$ cat config.mk
export PLATFORM = sky130hd
export DESIGN_NAME = adc_scan_top
export DESIGN_NICKNAME = d
export VERILOG_FILES = /design/src/rtl/adc_scan_pkg.sv /design/src/rtl/adc_scan_ctrl.sv /design/src/rtl/adc_scan_dp.sv /design/src/rtl/adc_scan_top.sv
export SDC_FILE = /design/constraint.sdc
export NUM_CORES = 1
export LEC_CHECK = 0
export CELL_PAD_IN_SITES_DETAIL_PLACEMENT = 2
export CELL_PAD_IN_SITES_GLOBAL_PLACEMENT = 2
export CORE_AREA = 5 5 97 99
export DETAILED_ROUTE_END_ITERATION = 16
export DIE_AREA = 0 0 102 104
export DONT_BUFFER_PORTS = 1
export GPL_TIMING_DRIVEN = 0
export HOLD_SLACK_MARGIN = 0.03
export PLACE_DENSITY = 0.76
export SLEW_MARGIN = 20
export SYNTH_ARGS = -nofsm -noshare
export SYNTH_HDL_FRONTEND = slang
export SYNTH_SLANG_ARGS = --single-unit
$ cat constraint.sdc
create_clock -name clk -period 2.65 [get_ports clk]
set_input_delay 0.265 -clock clk [delete_from_list [all_inputs] [get_ports clk]]
set_output_delay 0.265 -clock clk [all_outputs]
set_load 0.05 [all_outputs]
$ cat src/rtl/adc_scan_pkg.sv
package adc_scan_pkg;
  localparam int CH_NUM    = 8;
  localparam int CH_W      = $clog2(CH_NUM);
  localparam int DIV_W     = 8;
  localparam int LEN_W     = 3;
  localparam int START_W   = 3;
  localparam int TRIG_NUM  = 6;
  localparam int FULL_CLKS = 11;
  localparam int FULL_BITS = 10;
  localparam int CNT_W     = $clog2(FULL_CLKS + 1);
  localparam int BITS_W    = $clog2(FULL_BITS + 1);
  // control word field positions
  localparam int MASK_LSB  = 0;
  localparam int DIV_LSB   = 8;
  localparam int BURST_BIT = 16;
  localparam int LEN_LSB   = 17;
  localparam int START_LSB = 24;
  localparam int EDGE_BIT  = 27;

  typedef struct packed {
    logic             startConv;
    logic [CH_W-1:0]  chan;
    logic [LEN_W-1:0] lenCode;
    logic [DIV_W-1:0] divVal;
  } convCmd_t;
endpackage

$ cat src/rtl/adc_scan_ctrl.sv
module adc_scan_ctrl
  import adc_scan_pkg::*;
(
  input  logic                clk,
  input  logic                rstN,
  input  logic                wrEn,
  input  logic [31:0]         wrData,
  input  logic [TRIG_NUM-1:0] trigIn,
  input  logic                busy,
  output convCmd_t            cmd
);
  logic [CH_NUM-1:0]  maskF;
  logic [DIV_W-1:0]   divF;
  logic               burstF;
  logic [LEN_W-1:0]   lenF;
  logic [START_W-1:0] startF;
  logic               edgeF;
  logic               swNow;
  logic               unusedBits;

  assign unusedBits = ^{wrData[23:20], wrData[31:28]};

  always_ff @(posedge clk or negedge rstN) begin
    if (!rstN) begin
      maskF  <= '0;
      divF   <= '0;
      burstF <= 1'b0;
      lenF   <= '0;
      startF <= '0;
      edgeF  <= 1'b0;
      swNow  <= 1'b0;
    end else begin
      swNow <= wrEn && (wrData[START_LSB +: START_W] == START_W'(1)) && !wrData[BURST_BIT];
      if (wrEn) begin
        maskF  <= wrData[MASK_LSB +: CH_NUM];
        divF   <= wrData[DIV_LSB +: DIV_W];
        burstF <= wrData[BURST_BIT];
        lenF   <= wrData[LEN_LSB +: LEN_W];
        startF <= wrData[START_LSB +: START_W];
        edgeF  <= wrData[EDGE_BIT];
      end
    end
  end

  // trigger synchronizers and edge history
  logic [TRIG_NUM-1:0] syncA, syncB, prevB;
  for (genvar g = 0; g < TRIG_NUM; g++) begin : gTrig
    always_ff @(posedge clk or negedge rstN) begin
      if (!rstN) begin
        syncA[g] <= 1'b0;
        syncB[g] <= 1'b0;
        prevB[g] <= 1'b0;
      end else begin
        syncA[g] <= trigIn[g];
        syncB[g] <= syncA[g];
        prevB[g] <= syncB[g];
      end
    end
  end

  logic [START_W-1:0] trigIdx;
  logic               edgeHit;
  always_comb begin
    trigIdx = startF - START_W'(2);
    edgeHit = 1'b0;
    if (startF >= START_W'(2) && int'(trigIdx) < TRIG_NUM) begin
      edgeHit = edgeF ? (prevB[trigIdx] && !syncB[trigIdx])
                      : (syncB[trigIdx] && !prevB[trigIdx]);
    end
  end

  // channel selection
  logic            scanActive;
  logic [CH_W-1:0] lastChan;
  logic [CH_W-1:0] firstSet, nextSet, scanPick;
  logic            foundFirst, foundNext;
  always_comb begin
    firstSet   = '0;
    nextSet    = '0;
    foundFirst = 1'b0;
    foundNext  = 1'b0;
    for (int i = 0; i < CH_NUM; i++) begin
      if (maskF[i] && !foundFirst) begin
        firstSet   = CH_W'(i);
        foundFirst = 1'b1;
      end
      if (maskF[i] && scanActive && !foundNext && i > int'(lastChan)) begin
        nextSet   = CH_W'(i);
        foundNext = 1'b1;
      end
    end
    scanPick = foundNext ? nextSet : firstSet;
  end

  always_comb begin
    cmd           = '0;
    cmd.divVal    = divF;
    cmd.lenCode   = burstF ? lenF : '0;
    if (!busy) begin
      if (burstF) begin
        cmd.startConv = (startF == '0);
        cmd.chan      = scanPick;
      end else begin
        cmd.startConv = (swNow && startF == START_W'(1)) || edgeHit;
        cmd.chan      = firstSet;
      end
    end
  end

  always_ff @(posedge clk or negedge rstN) begin
    if (!rstN) begin
      scanActive <= 1'b0;
      lastChan   <= '0;
    end else if (!burstF) begin
      scanActive <= 1'b0;
    end else if (cmd.startConv) begin
      scanActive <= 1'b1;
      lastChan   <= cmd.chan;
    end
  end


  start_idle_chk: assert property (@(posedge clk) disable iff (!rstN)
    cmd.startConv |-> !busy);

  scan_in_mask_chk: assert property (@(posedge clk) disable iff (!rstN)
    (cmd.startConv && burstF && maskF != '0) |-> maskF[cmd.chan]);

  sw_after_write_chk: assert property (@(posedge clk) disable iff (!rstN)
    (cmd.startConv && !burstF && startF == START_W'(1)) |-> $past(wrEn));
endmodule

$ cat src/rtl/adc_scan_dp.sv
module adc_scan_dp
  import adc_scan_pkg::*;
(
  input  logic              clk,
  input  logic              rstN,
  input  convCmd_t          cmd,
  output logic              busy,
  output logic              convStrobe,
  output logic              donePulse,
  output logic [CH_W-1:0]   chanIdx,
  output logic [BITS_W-1:0] resultBits
);
  logic [DIV_W-1:0] divLat, divCnt;
  logic [CNT_W-1:0] clkLast, clkCnt;

  always_ff @(posedge clk or negedge rstN) begin
    if (!rstN) begin
      busy       <= 1'b0;
      convStrobe <= 1'b0;
      donePulse  <= 1'b0;
      chanIdx    <= '0;
      resultBits <= '0;
      divLat     <= '0;
      divCnt     <= '0;
      clkLast    <= '0;
      clkCnt     <= '0;
    end else begin
      convStrobe <= 1'b0;
      donePulse  <= 1'b0;
      if (busy) begin
        if (divCnt == divLat) begin
          divCnt <= '0;
          if (clkCnt == clkLast) begin
            busy      <= 1'b0;
            donePulse <= 1'b1;
          end else begin
            clkCnt <= clkCnt + CNT_W'(1);
          end
        end else begin
          divCnt <= divCnt + DIV_W'(1);
        end
      end
      if (cmd.startConv) begin
        busy       <= 1'b1;
        convStrobe <= 1'b1;
        divCnt     <= '0;
        clkCnt     <= '0;
        divLat     <= cmd.divVal;
        clkLast    <= CNT_W'(FULL_CLKS - 1) - CNT_W'(cmd.lenCode);
        chanIdx    <= cmd.chan;
        resultBits <= BITS_W'(FULL_BITS) - BITS_W'(cmd.lenCode);
      end
    end
  end


  strobe_busy_chk: assert property (@(posedge clk) disable iff (!rstN)
    convStrobe |-> busy);

  done_after_busy_chk: assert property (@(posedge clk) disable iff (!rstN)
    donePulse |-> (!busy && $past(busy)));

  chan_hold_chk: assert property (@(posedge clk) disable iff (!rstN)
    (busy && !convStrobe) |-> $stable(chanIdx));
endmodule

$ cat src/rtl/adc_scan_top.sv
module adc_scan_top
  import adc_scan_pkg::*;
(
  input  logic                clk,
  input  logic                rstN,
  input  logic                wrEn,
  input  logic [31:0]         wrData,
  input  logic [TRIG_NUM-1:0] trigIn,
  output logic                busy,
  output logic                convStrobe,
  output logic                donePulse,
  output logic [CH_W-1:0]     chanIdx,
  output logic [BITS_W-1:0]   resultBits
);
  convCmd_t cmd;

  adc_scan_ctrl u_ctrl (
    .clk(clk), .rstN(rstN), .wrEn(wrEn), .wrData(wrData),
    .trigIn(trigIn), .busy(busy), .cmd(cmd)
  );

  adc_scan_dp u_dp (
    .clk(clk), .rstN(rstN), .cmd(cmd), .busy(busy),
    .convStrobe(convStrobe), .donePulse(donePulse),
    .chanIdx(chanIdx), .resultBits(resultBits)
  );
endmodule

; After elaboration in Yosys (flattened, before gate mapping)
; Index checks and enable logic that the tools add are counted.
[word_totals]
reg_bits = 77
input_bits = 41
word_cells = 165
[classes]
muxes = 55
eq_ne = 6
add_sub_neg = 4
magnitude_cmp = 10
reduce_logical = 55
[ops]
columns = op, count
row1 = logical AND 1 bit, 33
row2 = two-way mux 1 bit, 30
row3 = two-way mux 3 bit, 10
row4 = two-way mux 4 bit, 6
row5 = two-way mux 8 bit, 3
row6 = zero test 1 bit, 16
row7 = "> comparator 3 bit, first input constant", 4
row8 = "adder 8 x 1 -> 8 bit, second input constant", 1
row9 = equality test 8 bit, 1
row10 = two-way mux 2 bit, 4
row11 = binary-select mux 1 bit (select 3 bit), 2
row12 = "equality test 3 x 1 -> 1 bit, second input constant", 2
row13 = "> comparator 2 x 3 -> 1 bit, first input constant", 2
row14 = "adder 4 x 1 -> 4 bit, second input constant", 1
row15 = equality test 4 bit, 1
row16 = "< comparator 3 x 4 -> 1 bit, second input constant", 1
row17 = "!= test 2 bit, second input constant", 2
row18 = nonzero test 2 bit, 2
row19 = "subtractor 4 x 3 -> 4 bit, first input constant", 1
row20 = "greater-or-equal comparator 3 x 2 -> 1 bit, second input constant", 1
row21 = "> comparator 1 x 3 -> 1 bit, first input constant", 1
row22 = zero test 3 bit, 1
row23 = "< comparator 3 bit, second input constant", 1
row24 = AND reduction 3 bit, 1
row25 = other kinds (3), 3

; Logic depth before layout (Yosys ltp)
[logic_depth]
ltp_word = 32
depth_mapped = 9

; Cells and area by module
; Synthesis repeated with hierarchy kept, for this count alone.
[hier_totals]
hier_cells = 312
area_unflattened_um2 = 3597.2
[by_module_without_submodules]
columns = mod, n_inst, area_each_um2, seq_area_each_um2, cells_per_inst
row1 = adc_scan_ctrl, 1, 2070.7, 1176.1, 182
row2 = adc_scan_dp, 1, 1526.5, 750.7, 130

; Worst setup path after synthesis
; Ideal clock, no wire load.
[synth_timing]
path_kind = flip-flop to flip-flop
startpoint = register u_ctrl.startF[0]
endpoint = register u_dp.divLat[0]
path_slack_ns = 0.613
period_less_slack_ns = 2.037
arrival_time_ns = 1.912
path_stages_with_launch = 9
path_cell_list = dfrtp_1 > buf_6 > mux4_2 > nand2b_1 > o22ai_2 > a21oi_2 > nor2_2 > buf_6 > mux2_4
[synth_between]
elab_chain_cells = 10
elab_cells_between_ends = 20
[synth_lines]
columns = item, line
row1 = start: declaration, adc_scan_ctrl.sv:16  ; logic [START_W-1:0] startF;
row2 = start signal: assignment, adc_scan_ctrl.sv:39  ; startF <= wrData[START_LSB +: START_W];
row3 = subtractor 3 x 2 -> 3 bit, adc_scan_ctrl.sv:64  ; trigIdx = startF - START_W'(2);
row4 = binary-select mux 1 bit (select 3 bit), "adc_scan_ctrl.sv:67, adc_scan_ctrl.sv:68"
row5 = two-way mux 1 bit (not written as such), "adc_scan_ctrl.sv:67, adc_scan_ctrl.sv:68"
row6 = "zero test 1 bit, on equally long branches", "adc_scan_ctrl.sv:68, adc_scan_ctrl.sv:67"
row7 = "logical AND 1 bit, on equally long branches", "adc_scan_ctrl.sv:68, adc_scan_ctrl.sv:67"
row8 = two-way mux 1 bit, adc_scan_ctrl.sv:67  ; edgeHit = edgeF ? (prevB[trigIdx] && !syncB[trigIdx])
row9 = two-way mux 1 bit, adc_scan_ctrl.sv:66  ; if (startF >= START_W'(2) && int'(trigIdx) < TRIG_NUM) begin
row10 = logical OR 1 bit, adc_scan_ctrl.sv:104  ; cmd.startConv = (swNow && startF == START_W'(1)) || edgeHit;
row11 = two-way mux 4 bit (*), adc_scan_ctrl.sv:100  ; if (burstF) begin
row12 = two-way mux 4 bit (*), adc_scan_ctrl.sv:99  ; if (!busy) begin
row13 = end signal: assignment, adc_scan_dp.sv:48  ; divLat <= cmd.divVal;
row14 = end: declaration, adc_scan_dp.sv:13  ; logic [DIV_W-1:0] divLat, divCnt;
; Mark *: on every way between the ends. The rest lies on a longest branch, timed or not. The select of a mux whose other input is x is not followed.
; A chain may end at the register's enable or synchronous reset.

; Worst setup path in the final report
[layout_timing]
startpoint = register u_ctrl.startF[0]
endpoint = register u_dp.resultBits[3]
[layout_between]
elab_chain_cells = 10
elab_cells_between_ends = 20
[layout_lines]
columns = item, line
row1 = subtractor 3 x 2 -> 3 bit, adc_scan_ctrl.sv:64
row2 = binary-select mux 1 bit (select 3 bit), "adc_scan_ctrl.sv:67, adc_scan_ctrl.sv:68"
row3 = two-way mux 1 bit (not written as such), "adc_scan_ctrl.sv:67, adc_scan_ctrl.sv:68"
row4 = "zero test 1 bit, on equally long branches", "adc_scan_ctrl.sv:68, adc_scan_ctrl.sv:67"
row5 = "logical AND 1 bit, on equally long branches", "adc_scan_ctrl.sv:68, adc_scan_ctrl.sv:67"
row6 = two-way mux 1 bit, adc_scan_ctrl.sv:67
row7 = two-way mux 1 bit, adc_scan_ctrl.sv:66
row8 = logical OR 1 bit, adc_scan_ctrl.sv:104
row9 = two-way mux 4 bit (*), adc_scan_ctrl.sv:100
row10 = two-way mux 4 bit (*), adc_scan_ctrl.sv:99
row11 = end signal: assignment, adc_scan_dp.sv:51  ; resultBits <= BITS_W'(FULL_BITS) - BITS_W'(cmd.lenCode);
row12 = end: declaration, adc_scan_dp.sv:11  ; output logic [BITS_W-1:0] resultBits
; Marks and branches as above.

==> flow_metrics.env <==
export IMPL_status="finished clean"
export IMPL_synth_edf_count=0
export IMPL_portBuffers=0
export IMPL_htree_levels=3
export IMPL_vias_per_cell=5.28
export IMPL_hold_path_class="input pin to flop"
export IMPL_postCtsHoldBufs=9
export IMPL_synth_avg_cell_area_um2=12.6
export IMPL_clock_sinks=77
export IMPL_syn_area_um2=3450
export IMPL_rsz0062_at_grt="no"
export IMPL_io_pins=51
export IMPL_vias=2154
export IMPL_dp_cells=383
export IMPL_synth_top_family_by_area="multiplexers"
export IMPL_ys_types=50
export IMPL_setup_worst_path_start_class="flop"
export IMPL_die_area_um2=10600
export IMPL_grt_antenna_before_repair=0
export IMPL_clk_pin_slew_worst_paths_ns=0.09
export IMPL_syn_to_final_growth_pct=13.2
export IMPL_gr_total_overflow=0
export IMPL_cts_setup_buffers=0
export IMPL_drive_above_1_share_pct=20.7
export IMPL_die_width_um=102
export IMPL_final_period_utilization_pct=85.4
export IMPL_slew_headroom_pct=48.0
export IMPL_track_usage_pct=15.1
export IMPL_drc=0
export IMPL_fin_setup_tns_ns=0
export IMPL_dr_first_iter_drc_count=50
export IMPL_ys_warn_count=0
export IMPL_arrival_ns=2.50
export IMPL_yosys_area_share_adder_pct=1.45
export IMPL_skew_ns=0.00817
export IMPL_dpl_instance_area_um2=3590
export IMPL_maxCapViolCount=0
export IMPL_peakVddDrop_mv=0.400
export IMPL_wl_mm=7.41
export IMPL_p_total_mw=3.56
export IMPL_ys_seq_elements=77
export IMPL_core_area_um2=8470
export IMPL_finalSetupViolCount=0
export IMPL_syn_nets=320
export IMPL_final_util_pct=46.2
export IMPL_synth_compound_area_share_pct=8.51
export IMPL_cts_buffers=9
export IMPL_grt_pass1_vias=2486
export IMPL_diodes=0
export IMPL_place_gp_congestion=0.765
export IMPL_cts_tree="done"
export IMPL_fp_dieH_um=104
export IMPL_tightest_slew_ns=0.769
export IMPL_synth_mux_area_share_pct=14.8
export IMPL_fmax_ghz=0.442
export IMPL_mostFrequentLayoutCell="dfrtp_1"
export IMPL_worstSetupPathType="flop to flop"
export IMPL_cts_buffer_depth=2
export IMPL_grt_max_degree=78
export IMPL_grt_pass1_wl_mm=12.6
export IMPL_ant_nets=0
export IMPL_cts_root_buffer="clkbuf_8"
export IMPL_powerDensity_nw_per_um2=911
export IMPL_clock_latency_ns=0.35
export IMPL_fin_crit_ns=2.26
export IMPL_final_nets=340
export IMPL_ys_async_sr_fraction_pct=100
export IMPL_crit_path_end_kind="flop"
export IMPL_required_ns=2.89
export IMPL_cts_resized=0
export IMPL_first_pass_iters=4
export IMPL_fin_cells=408
export IMPL_hold_violations=0
export IMPL_place_hpwl_mm=5.23
export IMPL_crit_fanout=10
export IMPL_yosys_area_share_simple_pct=11.7
export IMPL_synthCells=275
export IMPL_leakagePower_nw=1.74
export IMPL_wl_per_cell_um=18.2
export IMPL_fin_area_um2=3910
export IMPL_rows=34
export IMPL_synth_seq_area_share_pct=55.8
export IMPL_n_fill_cell=842
export IMPL_synthFlopType="dfrtp_1"
export IMPL_final_cell_mix="dfrtp_1, mux2_2, nand2_1, nor2_1, xor2_1"
export IMPL_slew_violations=0
export IMPL_start_util_pct=40.8
export IMPL_synth_xor_area_share_pct=4.82
path summary, 6_finish.rpt:
kind / slack [ns] / cells past startpoint / from / end
max: 0.39 / 8 / u_ctrl.startF[0] / u_dp.resultBits[3]
max in group asynchronous: 1.89 / 2 / rstN / u_dp.chanIdx[0]
min: 0.05 / 2 / wrData[3] / u_ctrl.maskF[3]
max reg2reg: 0.39 / 8 / u_ctrl.startF[0] / u_dp.resultBits[3]
min in group asynchronous: 0.47 / 2 / rstN / u_ctrl.syncA[2]
min reg2reg: 0.35 / 0 / u_ctrl.syncA[5] / u_ctrl.syncB[5]
Yosys cell counts, drive strengths merged, types with 2 or more instances:
master   instances  area [um2]
a22o             7        61.3
o2bb2ai          2        17.5
a211o            3        26.3
and2             3        18.8
o22ai            3        25.0
nor2            21        83.8
buf              6        52.6
a21o             2        16.3
a21oi            2        13.8
xnor2            7        61.3
a221oi           2        17.5
dfrtp           77        1930
nand4            2        12.5
o21ai            7        35.0
nand2b           7        43.8
mux2i            3        30.0
nor2b            3        18.8
a21boi           3        22.5
nor3             5        25.0
ha               4        50.1
nor3b            3        22.5
nand3            8        40.0
nor4             3        18.8
xor2            12         105
mux2            33         409
clkbuf           2        7.51
mux4             3        71.3
nand2           19        71.3
inv             11        41.3
state kept, by name, indices dropped and copies added, names as in the netlist:
name / flops
u_ctrl.divF: 8
u_ctrl.maskF: 8
u_dp.divCnt: 8
u_dp.divLat: 8
u_ctrl.prevB: 6
u_ctrl.syncA: 6
u_ctrl.syncB: 6
u_dp.clkCnt: 4
u_dp.resultBits: 4
u_ctrl.lastChan: 3
u_ctrl.lenF: 3
u_ctrl.startF: 3
u_dp.chanIdx: 3
u_ctrl.burstF: 1
u_ctrl.edgeF: 1
u_ctrl.scanActive: 1
u_ctrl.swNow: 1
u_dp.busy: 1
u_dp.convStrobe: 1
u_dp.donePulse: 1
critical path: stages (launching register included):
cell and delay [ns]:
dfrtp_1 0.36, buf_6 0.14, mux4_2 0.51, nand2b_1 0.17
o22ai_2 0.16, a21oi_2 0.11, nor2_2 0.15, buf_6 0.21
mux2_4 0.32
report_power, final:
group	leakage, nW	total [mW]	internal [mW]	switching [mW]
sequential	0.943	1.85	1.41	0.440
clock	0.106	0.949	0.460	0.490
combinational	0.690	0.764	0.427	0.337
total	1.74	3.56	2.30	1.27
layer usage:
metal	up-vias	wire length, um	GRT usage [%]
met3	8	302	3.76
met5	-	0	0
met2	35	3740	25.3
li1	1012	-	-
met4	0	108	5.62
met1	1099	3260	18.7
cell families (layout without fill, tap and decap cells):
kind of cell / count (synthesis) / after routing
AND/OR/NAND/NOR: 80 / 80
flip-flops: 77 / 77
XOR/XNOR: 19 / 19
adder cells (fa/ha/maj): 4 / 4
buffers and inverters: 19 / 44
multiplexers: 39 / 39
AO/OA/AOI/OAI: 37 / 37
layout make-up:
type	instances	area, um2	share of cell area (%)
Buffer	8	60.1	1.54
Clock buffer	9	124	3.17
Clock inverter	7	88.8	2.27
Inverter	11	41.3	1.06
Multi-Input combinational cell	179	1430	36.5
Sequential cell	77	1930	49.3
Tap cell	108	135	3.46
Timing Repair Buffer	9	108	2.75
metrics by stage:
stage / setup slack (ns) / hold WS (ns)
after global placement: 0.453 / -0.0284
after floorplan: 0.613 / -0.0306
after detailed placement: 0.375 / -0.0286
after global routing: 0.264 / 0.0385
final: 0.387 / 0.0462
after CTS: 0.352 / 0.0308
Power figures use the tool's default switching activity.
